<file path="src/rtl/sig_pkg.sv">
// Shared definitions for the effect signature generator.
// Assumes 4-bit operation classes; encodings are fixed because the
// commit-side comparator decodes the same values.
package sig_pkg;
    localparam int OP_W  = 4;
    localparam int SIG_W = 5;

    typedef enum logic [OP_W-1:0] {
        OPC_NOP    = 4'd0,
        OPC_ADD    = 4'd1,
        OPC_SUB    = 4'd2,
        OPC_LOGIC  = 4'd3,
        OPC_SHIFT  = 4'd4,
        OPC_MUL    = 4'd5,
        OPC_LOAD   = 4'd6,
        OPC_STORE  = 4'd7,
        OPC_BRANCH = 4'd8,
        OPC_JUMP   = 4'd9
    } op_class_e;

    // True for classes whose next PC is not sequential
    function automatic logic is_ctrl(input logic [OP_W-1:0] op);
        return (op == OPC_BRANCH) || (op == OPC_JUMP);
    endfunction

    // True for classes that compute an address and access memory
    function automatic logic is_mem(input logic [OP_W-1:0] op);
        return (op == OPC_LOAD) || (op == OPC_STORE);
    endfunction
endpackage

</file>
<file path="src/rtl/sig_crc5.sv">
// Combinational CRC-5 over a W-bit vector, MSB first, zero start value.
// Assumes POLY holds the feedback taps without the x^5 term.
module sig_crc5 #(
    parameter int          W    = 32,
    parameter logic [4:0]  POLY = 5'b00101
) (
    input  logic [W-1:0] data,
    output logic [4:0]   sig
);
    // Unrolled serial shift: one feedback step per data bit
    always_comb begin
        logic [4:0] acc;
        logic       fb;
        acc = '0;
        for (int i = W - 1; i >= 0; i--) begin
            fb  = acc[4] ^ data[i];
            acc = {acc[3:0], 1'b0} ^ (fb ? POLY : 5'b00000);
        end
        sig = acc;
    end
endmodule

</file>
<file path="src/rtl/sig_rm_pack.sv">
// Packs register/memory effects into the fixed record order used by
// both sides. Absent register fields are forced to zero so their
// numbers never reach the hash.
module sig_rm_pack #(
    parameter int OP_W   = 4,
    parameter int AREG_W = 6,
    parameter int XLEN   = 32,
    localparam int RM_W  = 2*OP_W + 3*(1+AREG_W) + XLEN
) (
    input  logic [OP_W-1:0]   op,
    input  logic [OP_W-1:0]   agu_op,
    input  logic              s1_vld,
    input  logic [AREG_W-1:0] s1,
    input  logic              s2_vld,
    input  logic [AREG_W-1:0] s2,
    input  logic [XLEN-1:0]   imm,
    input  logic              d_vld,
    input  logic [AREG_W-1:0] d,
    output logic [RM_W-1:0]   rec
);
    // Mask absent operands and concatenate in the hashed order
    always_comb begin
        rec = {op, agu_op,
               s1_vld, (s1_vld ? s1 : {AREG_W{1'b0}}),
               s2_vld, (s2_vld ? s2 : {AREG_W{1'b0}}),
               imm,
               d_vld,  (d_vld  ? d  : {AREG_W{1'b0}})};
    end
endmodule

</file>
<file path="src/rtl/sig_stage.sv">
// Optional output stage: a reset register when EN is set, a wire otherwise.
module sig_stage #(
    parameter int W  = 11,
    parameter bit EN = 1'b1
) (
    input  logic         clk,
    input  logic         rst_n,
    input  logic [W-1:0] d,
    output logic [W-1:0] q
);
    if (EN) begin : g_reg
        // Capture every cycle, clear on synchronous reset
        always_ff @(posedge clk) begin
            if (!rst_n) q <= '0;
            else        q <= d;
        end
    end else begin : g_wire
        assign q = d;
    end
endmodule

</file>
<file path="src/rtl/effect_sig_gen.sv">
// Builds split PC and register/memory signatures for decoded micro-ops,
// for observed micro-op effects, and for resolved branch targets.
// Assumes fixed 4-byte instructions and registered outputs by default.
module effect_sig_gen
    import sig_pkg::*;
#(
    parameter int         XLEN       = 32,
    parameter int         AREG_W     = 6,
    parameter int         INSN_BYTES = 4,
    parameter bit         REG_OUT    = 1'b1,
    parameter logic [4:0] CRC_POLY   = 5'b00101
) (
    input  logic              clk,
    input  logic              rst_n,
    input  logic              dec_valid,
    input  logic [OP_W-1:0]   dec_op,
    input  logic [XLEN-1:0]   dec_pc,
    input  logic [XLEN-1:0]   dec_pred_npc,
    input  logic              dec_src1_vld,
    input  logic [AREG_W-1:0] dec_src1,
    input  logic              dec_src2_vld,
    input  logic [AREG_W-1:0] dec_src2,
    input  logic [XLEN-1:0]   dec_imm,
    input  logic              dec_dst_vld,
    input  logic [AREG_W-1:0] dec_dst,
    output logic              exp_valid,
    output logic [SIG_W-1:0]  exp_pc_sig,
    output logic [SIG_W-1:0]  exp_rm_sig,
    input  logic              obs_valid,
    input  logic [OP_W-1:0]   obs_op,
    input  logic [OP_W-1:0]   obs_agu_op,
    input  logic [XLEN-1:0]   obs_pc,
    input  logic              obs_src1_vld,
    input  logic [AREG_W-1:0] obs_src1,
    input  logic              obs_src2_vld,
    input  logic [AREG_W-1:0] obs_src2,
    input  logic [XLEN-1:0]   obs_imm,
    input  logic              obs_dst_vld,
    input  logic [AREG_W-1:0] obs_dst,
    output logic              obs_sig_valid,
    output logic [SIG_W-1:0]  obs_pc_sig,
    output logic [SIG_W-1:0]  obs_rm_sig,
    input  logic              br_valid,
    input  logic [XLEN-1:0]   br_pred_npc,
    input  logic [XLEN-1:0]   br_target,
    output logic              fix_valid,
    output logic [SIG_W-1:0]  fix_pc_sig
);
    localparam int RM_W  = 2*OP_W + 3*(1+AREG_W) + XLEN;
    localparam int SIDE_W = 1 + 2*SIG_W;
    localparam int FIX_W  = 1 + SIG_W;

    logic [XLEN-1:0]  exp_npc;
    logic [OP_W-1:0]  exp_agu;
    logic [RM_W-1:0]  exp_rec, obs_rec;
    logic [SIG_W-1:0] exp_pc_c, exp_rm_c, obs_pc_c, obs_rm_c, fix_pc_c;
    logic             fix_need;

    // Expected next PC: prediction for control transfers, else sequential
    always_comb begin
        if (is_ctrl(dec_op)) exp_npc = dec_pred_npc;
        else                 exp_npc = dec_pc + XLEN'(INSN_BYTES);
    end

    // Memory ops also expect an address add in the ALU
    always_comb begin
        exp_agu = is_mem(dec_op) ? OPC_ADD : OPC_NOP;
    end

    // Rewrite is needed only when resolution disagrees with prediction
    always_comb begin
        fix_need = br_valid && (br_target != br_pred_npc);
    end

    sig_rm_pack #(.OP_W(OP_W), .AREG_W(AREG_W), .XLEN(XLEN)) u_exp_pack (
        .op(dec_op), .agu_op(exp_agu),
        .s1_vld(dec_src1_vld), .s1(dec_src1),
        .s2_vld(dec_src2_vld), .s2(dec_src2),
        .imm(dec_imm), .d_vld(dec_dst_vld), .d(dec_dst),
        .rec(exp_rec)
    );

    sig_rm_pack #(.OP_W(OP_W), .AREG_W(AREG_W), .XLEN(XLEN)) u_obs_pack (
        .op(obs_op), .agu_op(obs_agu_op),
        .s1_vld(obs_src1_vld), .s1(obs_src1),
        .s2_vld(obs_src2_vld), .s2(obs_src2),
        .imm(obs_imm), .d_vld(obs_dst_vld), .d(obs_dst),
        .rec(obs_rec)
    );

    sig_crc5 #(.W(XLEN), .POLY(CRC_POLY)) u_crc_exp_pc (.data(exp_npc),  .sig(exp_pc_c));
    sig_crc5 #(.W(RM_W), .POLY(CRC_POLY)) u_crc_exp_rm (.data(exp_rec),  .sig(exp_rm_c));
    sig_crc5 #(.W(XLEN), .POLY(CRC_POLY)) u_crc_obs_pc (.data(obs_pc),   .sig(obs_pc_c));
    sig_crc5 #(.W(RM_W), .POLY(CRC_POLY)) u_crc_obs_rm (.data(obs_rec),  .sig(obs_rm_c));
    sig_crc5 #(.W(XLEN), .POLY(CRC_POLY)) u_crc_fix    (.data(br_target), .sig(fix_pc_c));

    sig_stage #(.W(SIDE_W), .EN(REG_OUT)) u_exp_stage (
        .clk(clk), .rst_n(rst_n),
        .d({dec_valid, exp_pc_c, exp_rm_c}),
        .q({exp_valid, exp_pc_sig, exp_rm_sig})
    );

    sig_stage #(.W(SIDE_W), .EN(REG_OUT)) u_obs_stage (
        .clk(clk), .rst_n(rst_n),
        .d({obs_valid, obs_pc_c, obs_rm_c}),
        .q({obs_sig_valid, obs_pc_sig, obs_rm_sig})
    );

    sig_stage #(.W(FIX_W), .EN(REG_OUT)) u_fix_stage (
        .clk(clk), .rst_n(rst_n),
        .d({fix_need, fix_pc_c}),
        .q({fix_valid, fix_pc_sig})
    );
endmodule

</file>
<file path="config.mk">
export PLATFORM = sky130hd
export DESIGN_NAME = effect_sig_gen
export DESIGN_NICKNAME = d
export VERILOG_FILES = /design/src/rtl/sig_pkg.sv /design/src/rtl/sig_crc5.sv /design/src/rtl/sig_rm_pack.sv /design/src/rtl/sig_stage.sv /design/src/rtl/effect_sig_gen.sv
export SDC_FILE = /design/constraint.sdc
export NUM_CORES = 1
export LEC_CHECK = 0
export BUFFER_PORTS_ARGS = -buffer_cell sky130_fd_sc_hd__buf_2
export CORE_MARGIN = 8
export CORE_UTILIZATION = 49
export CTS_BUF_LIST = sky130_fd_sc_hd__clkbuf_8
export DETAILED_ROUTE_END_ITERATION = 8
export PLACE_DENSITY = 0.84
export SLEW_MARGIN = 40
export SYNTH_ARGS = -nofsm -noshare
export SYNTH_HDL_FRONTEND = slang
export SYNTH_SLANG_ARGS = --single-unit
export TNS_END_PERCENT = 30
</file>
<file path="constraint.sdc">
create_clock -name clk -period 4.9 [get_ports clk]
set_clock_uncertainty 0.15 [all_clocks]
set_input_delay 0.245 -clock clk [delete_from_list [all_inputs] [get_ports clk]]
set_output_delay 0.245 -clock clk [all_outputs]
set_load 0.02 [all_outputs]
</file>
Word-level counts from Yosys, hierarchy flattened
Index checks and enable logic that the tools add are counted.
{"block": "totals", "rom_bits": 0, "out_inout_bits": 28, "mem_count": 0, "latchBits": 0, "ramBits": 0, "regBits": 28}
{"block": "classes", "n_shift": 0, "addsub": 1, "n_reduce_logical": 3, "n_eq_ne": 5, "div_mod_pow": 0, "bitwise_logic": 426, "mux": 226, "order_cmp": 0, "n_mul": 0}
{"operator": "5-bit XOR", "count": 208}
{"operator": "3-bit 2-to-1 mux", "count": 218}
{"operator": "1-bit XOR", "count": 205}
{"operator": "6-bit 2-to-1 mux", "count": 6}
{"operator": "32-bit by 3-bit adder with 32-bit output, second input constant", "count": 1}
{"operator": "32-bit 2-to-1 mux", "count": 1}
{"operator": "32-bit != test", "count": 1}
{"operator": "5-bit by 3-bit XOR with 5-bit output", "count": 5}
{"operator": "4-bit by 3-bit equality test with 1-bit output, second input constant", "count": 2}
{"operator": "4-bit equality test, second input constant", "count": 2}
{"operator": "1-bit XOR, first input constant", "count": 5}
{"operator": "1-bit XOR, second input constant", "count": 3}
{"operator": "1-bit logical OR", "count": 2}
{"operator": "1-bit logical AND", "count": 1}
{"operator": "1-bit 2-to-1 mux", "count": 1}

Longest topological paths before layout
{"block": "depth", "ltp_word": 180, "depth_mapped": 15, "mapped_depth_nobuf": 13}

Modules after synthesis
A second synthesis with hierarchy kept.
{"block": "unflattened", "cells_unflattened": 766, "area_unflattened_um2": 8326.7}
{"mod": "sig_crc5 at u_crc_exp_rm ...", "area_per_inst_um2": 1587.8, "instances": 2, "cells_per_inst": 118, "seq_area_each_um2": 0.0}
{"mod": "sig_crc5 at u_crc_exp_pc ...", "area_per_inst_um2": 737.0, "instances": 3, "cells_per_inst": 52, "seq_area_each_um2": 0.0}
{"mod": "effect_sig_gen", "area_per_inst_um2": 1311.3, "instances": 1, "cells_per_inst": 194, "seq_area_each_um2": 0.0}
{"mod": "sig_rm_pack", "area_per_inst_um2": 435.4, "instances": 2, "cells_per_inst": 61, "seq_area_each_um2": 0.0}
{"mod": "sig_stage at u_exp_stage ...", "area_per_inst_um2": 300.3, "instances": 2, "cells_per_inst": 23, "seq_area_each_um2": 220.2}
{"mod": "sig_stage at u_fix_stage", "area_per_inst_um2": 157.7, "instances": 1, "cells_per_inst": 12, "seq_area_each_um2": 120.1}

Worst setup path before layout
OpenSTA, ideal clock, no wires.
{"block": "synth_timing", "kind": "input to register", "startpoint": "input dec_pc[18]", "endpoint": "register u_exp_stage.q[7]", "arrival_ns": 4.246, "path_stages": 13, "setup_slack_ns": 0.439, "path_buffers": 1, "setup_ns": 0.065, "path_cell_list": "nand4_1 > or4_1 > buf_2 > or4_4 > a211o_1 > a31oi_1 > xnor2_1 > xnor3_2 > xnor3_1 > xnor3_2 > xnor3_1 > xnor3_1 > nor2b_1"}
{"block": "synth_between", "elab_chain_cells": 55, "word_cells_on_any_way": 92, "classes_between": "add/sub (1); mux (31); bitwise (60)"}
{"item": "start, declared", "line_no": "effect_sig_gen.sv:17", "rtl": "input logic [XLEN-1:0] dec_pc,"}
{"item": "32-bit by 3-bit adder with 32-bit output *", "line_no": "effect_sig_gen.sv:62", "rtl": "else exp_npc = dec_pc + XLEN'(INSN_BYTES);"}
{"item": "32-bit 2-to-1 mux *", "line_no": "effect_sig_gen.sv:61", "rtl": "if (is_ctrl(dec_op)) exp_npc = dec_pred_npc;"}
{"item": "1-bit XOR", "line_no": "sig_crc5.sv:16", "rtl": "fb = acc[4] ^ data[i];"}
{"item": "3-bit 2-to-1 mux", "line_no": "sig_crc5.sv:17", "rtl": "acc = {acc[3:0], 1'b0} ^ (fb ? POLY : 5'b00000);"}
{"item": "5-bit XOR (3 in a row)", "line_no": "sig_crc5.sv:17"}
{"item": "1-bit XOR", "line_no": "sig_crc5.sv:16"}
{"item": "3-bit 2-to-1 mux", "line_no": "sig_crc5.sv:17"}
{"item": "5-bit XOR (3 in a row)", "line_no": "sig_crc5.sv:17"}
{"item": "(+31 left out)"}
{"item": "3-bit 2-to-1 mux", "line_no": "sig_crc5.sv:17"}
{"item": "5-bit XOR * (3 in a row)", "line_no": "sig_crc5.sv:17"}
{"item": "1-bit XOR", "line_no": "sig_crc5.sv:16"}
{"item": "3-bit 2-to-1 mux", "line_no": "sig_crc5.sv:17"}
{"item": "5-bit XOR * (3 in a row)", "line_no": "sig_crc5.sv:17"}
{"item": "1-bit XOR", "line_no": "sig_crc5.sv:16"}
{"item": "3-bit 2-to-1 mux", "line_no": "sig_crc5.sv:17"}
{"item": "5-bit by 3-bit XOR with 5-bit output *", "line_no": "sig_crc5.sv:17"}
{"item": "end signal, assigned", "line_no": "sig_stage.sv:14", "rtl": "if (!rst_n) q <= '0;"}
{"item": "end signal, assigned", "line_no": "sig_stage.sv:15", "rtl": "else q <= d;"}
{"item": "end, declared", "line_no": "sig_stage.sv:9", "rtl": "output logic [W-1:0] q"}
Every way passes the cells marked *; elsewhere a longest branch is shown, timed or not.
A chain may end at the register's enable or synchronous reset.

Final worst setup path
{"block": "layout_timing", "startpoint": "input dec_pc[19]", "endpoint": "register u_exp_stage.q[7]"}
{"block": "layout_between", "elab_chain_cells": 55, "word_cells_on_any_way": 92, "classes_between": "add/sub (1); mux (31); bitwise (60)"}
{"item": "32-bit by 3-bit adder with 32-bit output *", "line_no": "effect_sig_gen.sv:62"}
{"item": "32-bit 2-to-1 mux *", "line_no": "effect_sig_gen.sv:61"}
{"item": "1-bit XOR", "line_no": "sig_crc5.sv:16"}
{"item": "3-bit 2-to-1 mux", "line_no": "sig_crc5.sv:17"}
{"item": "5-bit XOR (3 in a row)", "line_no": "sig_crc5.sv:17"}
{"item": "1-bit XOR", "line_no": "sig_crc5.sv:16"}
{"item": "3-bit 2-to-1 mux", "line_no": "sig_crc5.sv:17"}
{"item": "5-bit XOR (3 in a row)", "line_no": "sig_crc5.sv:17"}
{"item": "(+31 left out)"}
{"item": "3-bit 2-to-1 mux", "line_no": "sig_crc5.sv:17"}
{"item": "5-bit XOR * (3 in a row)", "line_no": "sig_crc5.sv:17"}
{"item": "1-bit XOR", "line_no": "sig_crc5.sv:16"}
{"item": "3-bit 2-to-1 mux", "line_no": "sig_crc5.sv:17"}
{"item": "5-bit XOR * (3 in a row)", "line_no": "sig_crc5.sv:17"}
{"item": "1-bit XOR", "line_no": "sig_crc5.sv:16"}
{"item": "3-bit 2-to-1 mux", "line_no": "sig_crc5.sv:17"}
{"item": "5-bit by 3-bit XOR with 5-bit output *", "line_no": "sig_crc5.sv:17"}
Marked as above.

==> results.cfg <==
[route]
wire_per_inst_um = 16.6
dr_wl_met2_um = 11000
drc = 0
routed_via_density = 4.92
vias = 6013
wl_met3_um = 1570
drtAntennaViolNets = 0
drtIter0Drc = 250
top_layer_used = met4
firstDrtPassIters = 5
finalWirelength_um = 20300
met1_length_um = 7170

[clocking]
clock-sinks = 28
path_clk_slew_ps = 100
clk_path_buf_depth = 2
htreeDepth = 1
cts_setup_buffers = 0
cts_tree = done
cts_root_buf = clkbuf_8
ctsResizeCount = 0
cts_buffers = 3
hold_buffers = 0

[timing]
setup_viol = 0
rsz0062_at_grt = no
finalMaxSlewViolations = 0
fmax_ghz = 0.222
hold_viol = 0
tns_ps = 0
fin_crit_sh_pct = 91.8
fin_crit_ps = 4500
max_slew_margin_pct = 59.2
tightest_slew_ps = 605

[final_layout]
most-common-layout-cells = xnor2_1, buf_2, xor2_1
layout_commonest_cell = xnor2_1
area_growth_syn_to_layout_pct = 28.7
drive_above_1_share_pct = 31.4
nNetsFinal = 1332

[global_routing]
antenna_found_initial = 4
grt_remaining_overflow = 0
grt_pass1_vias = 6453
grt.total_usage_pct = 22.7
grt_max_degree = 29
grt_pass1_wl_um = 30600

[pwr]
vdd_drop_max_mv = 0.687
p_leak_uw = 0.00356
switching_share_pct = 41.9
p_per_area_nw_per_um2 = 780
clockPowerShare_pct = 2.2
power.switching_uw = 2690
p_comb_share_pct = 91.5
intPower_uw = 3730
total_power_uw = 6420
p_seq_share_pct = 6.3

[floorplan]
die_w_um = 130
coreArea_um2 = 12700
start_util_pct = 50.5
dieArea_um2 = 17000
ios = 311
die_y_um = 130
rows = 41

[yosys]
synthesis.instances = 739
ys_seq_area_share_pct = 8.76
yosysWarnings = 0
synth.cell_area_um2 = 6400
synthesis.nets = 1023
synth_ff_type = dfxtp_1
synthDistinctLibCells = 43
synth_enable_flop_cells = 0
ys_seq_elements = 28
avgSynthCellArea_um2 = 8.66
ys_async_sr_fraction_pct = 0

[setup_path]
max_stage_delay_ps = 550
end_kind = flip-flop
worst-path-max-fanout = 15
cp.required_ps = 4960
critPathKind = in2reg
cp_common_cell = xnor3_1
worstPathCellList = buf_2 -> nand4_1 -> or4_1 -> buf_4 -> o31a_1 -> a211o_1 -> a31oi_1 -> xor2_1 -> xor2_1 -> xnor3_1 -> xnor3_1 -> xnor3_1 -> xnor3_1 -> nor2b_1
crit_slowest_cell = or4_1
startpoint_type = input port
crit_arrival_ps = 4560

[run]
max_cap_violations = 0

[place]
dpl.hpwl_um = 18600
place_congestion = 0.920
port_buffers = 310

[hold_path]
min_path_type = in2reg

[status]
status = completed
==> cells in the mapped netlist, drive strengths merged, types with 9 or more instances <==
library cell / count / area (µm²)
xnor2: 320 / 2800
xor2: 105 / 920
nand2: 53 / 199
and2: 29 / 181
dfxtp: 28 / 561
xnor3: 28 / 633
nand4: 19 / 119
nor2: 19 / 71.3
a21oi: 13 / 65.1
clkbuf: 12 / 45.0
o21ai: 11 / 55.1
nor4: 10 / 68.8
nand3: 9 / 45.0
==> metal layers <==
metal,vias up,global-route usage [%]
met1,2711,23.1
met5,-,0
li1,3044,-
met2,223,44.5
met4,0,8.61
met3,35,4.57
==> stage by stage <==
step                      hold slack [ps]  worst slack [ps]  utilization (%)  std cells  cell area, µm²
after floorplan                       211               439                -        739            6400
after CTS                            14.5               445             64.9       1219            8230
after detailed placement              304               161             64.5       1215            8170
after global placement                300               211             64.5       1215            8170
final                                15.8               404             65.0       1223            8240
after global routing                 11.0               210             65.0       1223            8240
==> kinds of logic (layout without fill, tap and decap cells) <==
kind of cell             after synthesis  after routing  share of synthesized area, %
XOR/XNOR                             455            455                          68.8
AND/OR/NAND/NOR                      180            180                          15.1
AO/OA/AOI/OAI                         50             50                          5.10
flip-flops                            28             28                          8.76
buffers and inverters                 21            329                          1.39
multiplexers                           4              4                         0.626
adder cells (fa/ha/maj)                1              1                         0.196
other                                  0              4                             0
==> sequential cells by signal, summed over array words and instances, names as in the netlist <==
name           count
u_exp_stage.q     11
u_fix_stage.q      6
u_obs_stage.q     11
==> power groups by stage <==
stage	Combinational [µW]	Clock [µW]	Sequential, µW
2_1_floorplan	4880	0	522
3_3_place_gp	5830	0	407
3_5_place_dp	5960	0	408
4_1_cts	5980	146	404
5_1_grt	6440	159	412
6_report	5880	142	403
==> path summary, 6_finish.rpt <==
kind	from	slack, ps	to	cells past startpoint
min	dec_valid	20	u_exp_stage.q[10]	2
max	dec_pc[19]	400	u_exp_stage.q[7]	14
==> layout make-up <==
| class | count | area (µm²) |
|---|---|---|
| fillers | 1053 | 4440 |
| multi-input cells | 690 | 5750 |
| clock buffers | 4 | 55.1 |
| diodes | 4 | 10.0 |
| inverters | 6 | 22.5 |
| flip-flops and latches | 28 | 561 |
| well taps | 172 | 215 |
| repair buffers | 319 | 1620 |
==> critical path, delay by kind of cell <==
family	cells	cell delay, ps
buf+inv	2	340
compound gates	3	960
xor+xnor	6	2210
simple gates	3	810
(Power assumes the default switching activity.)
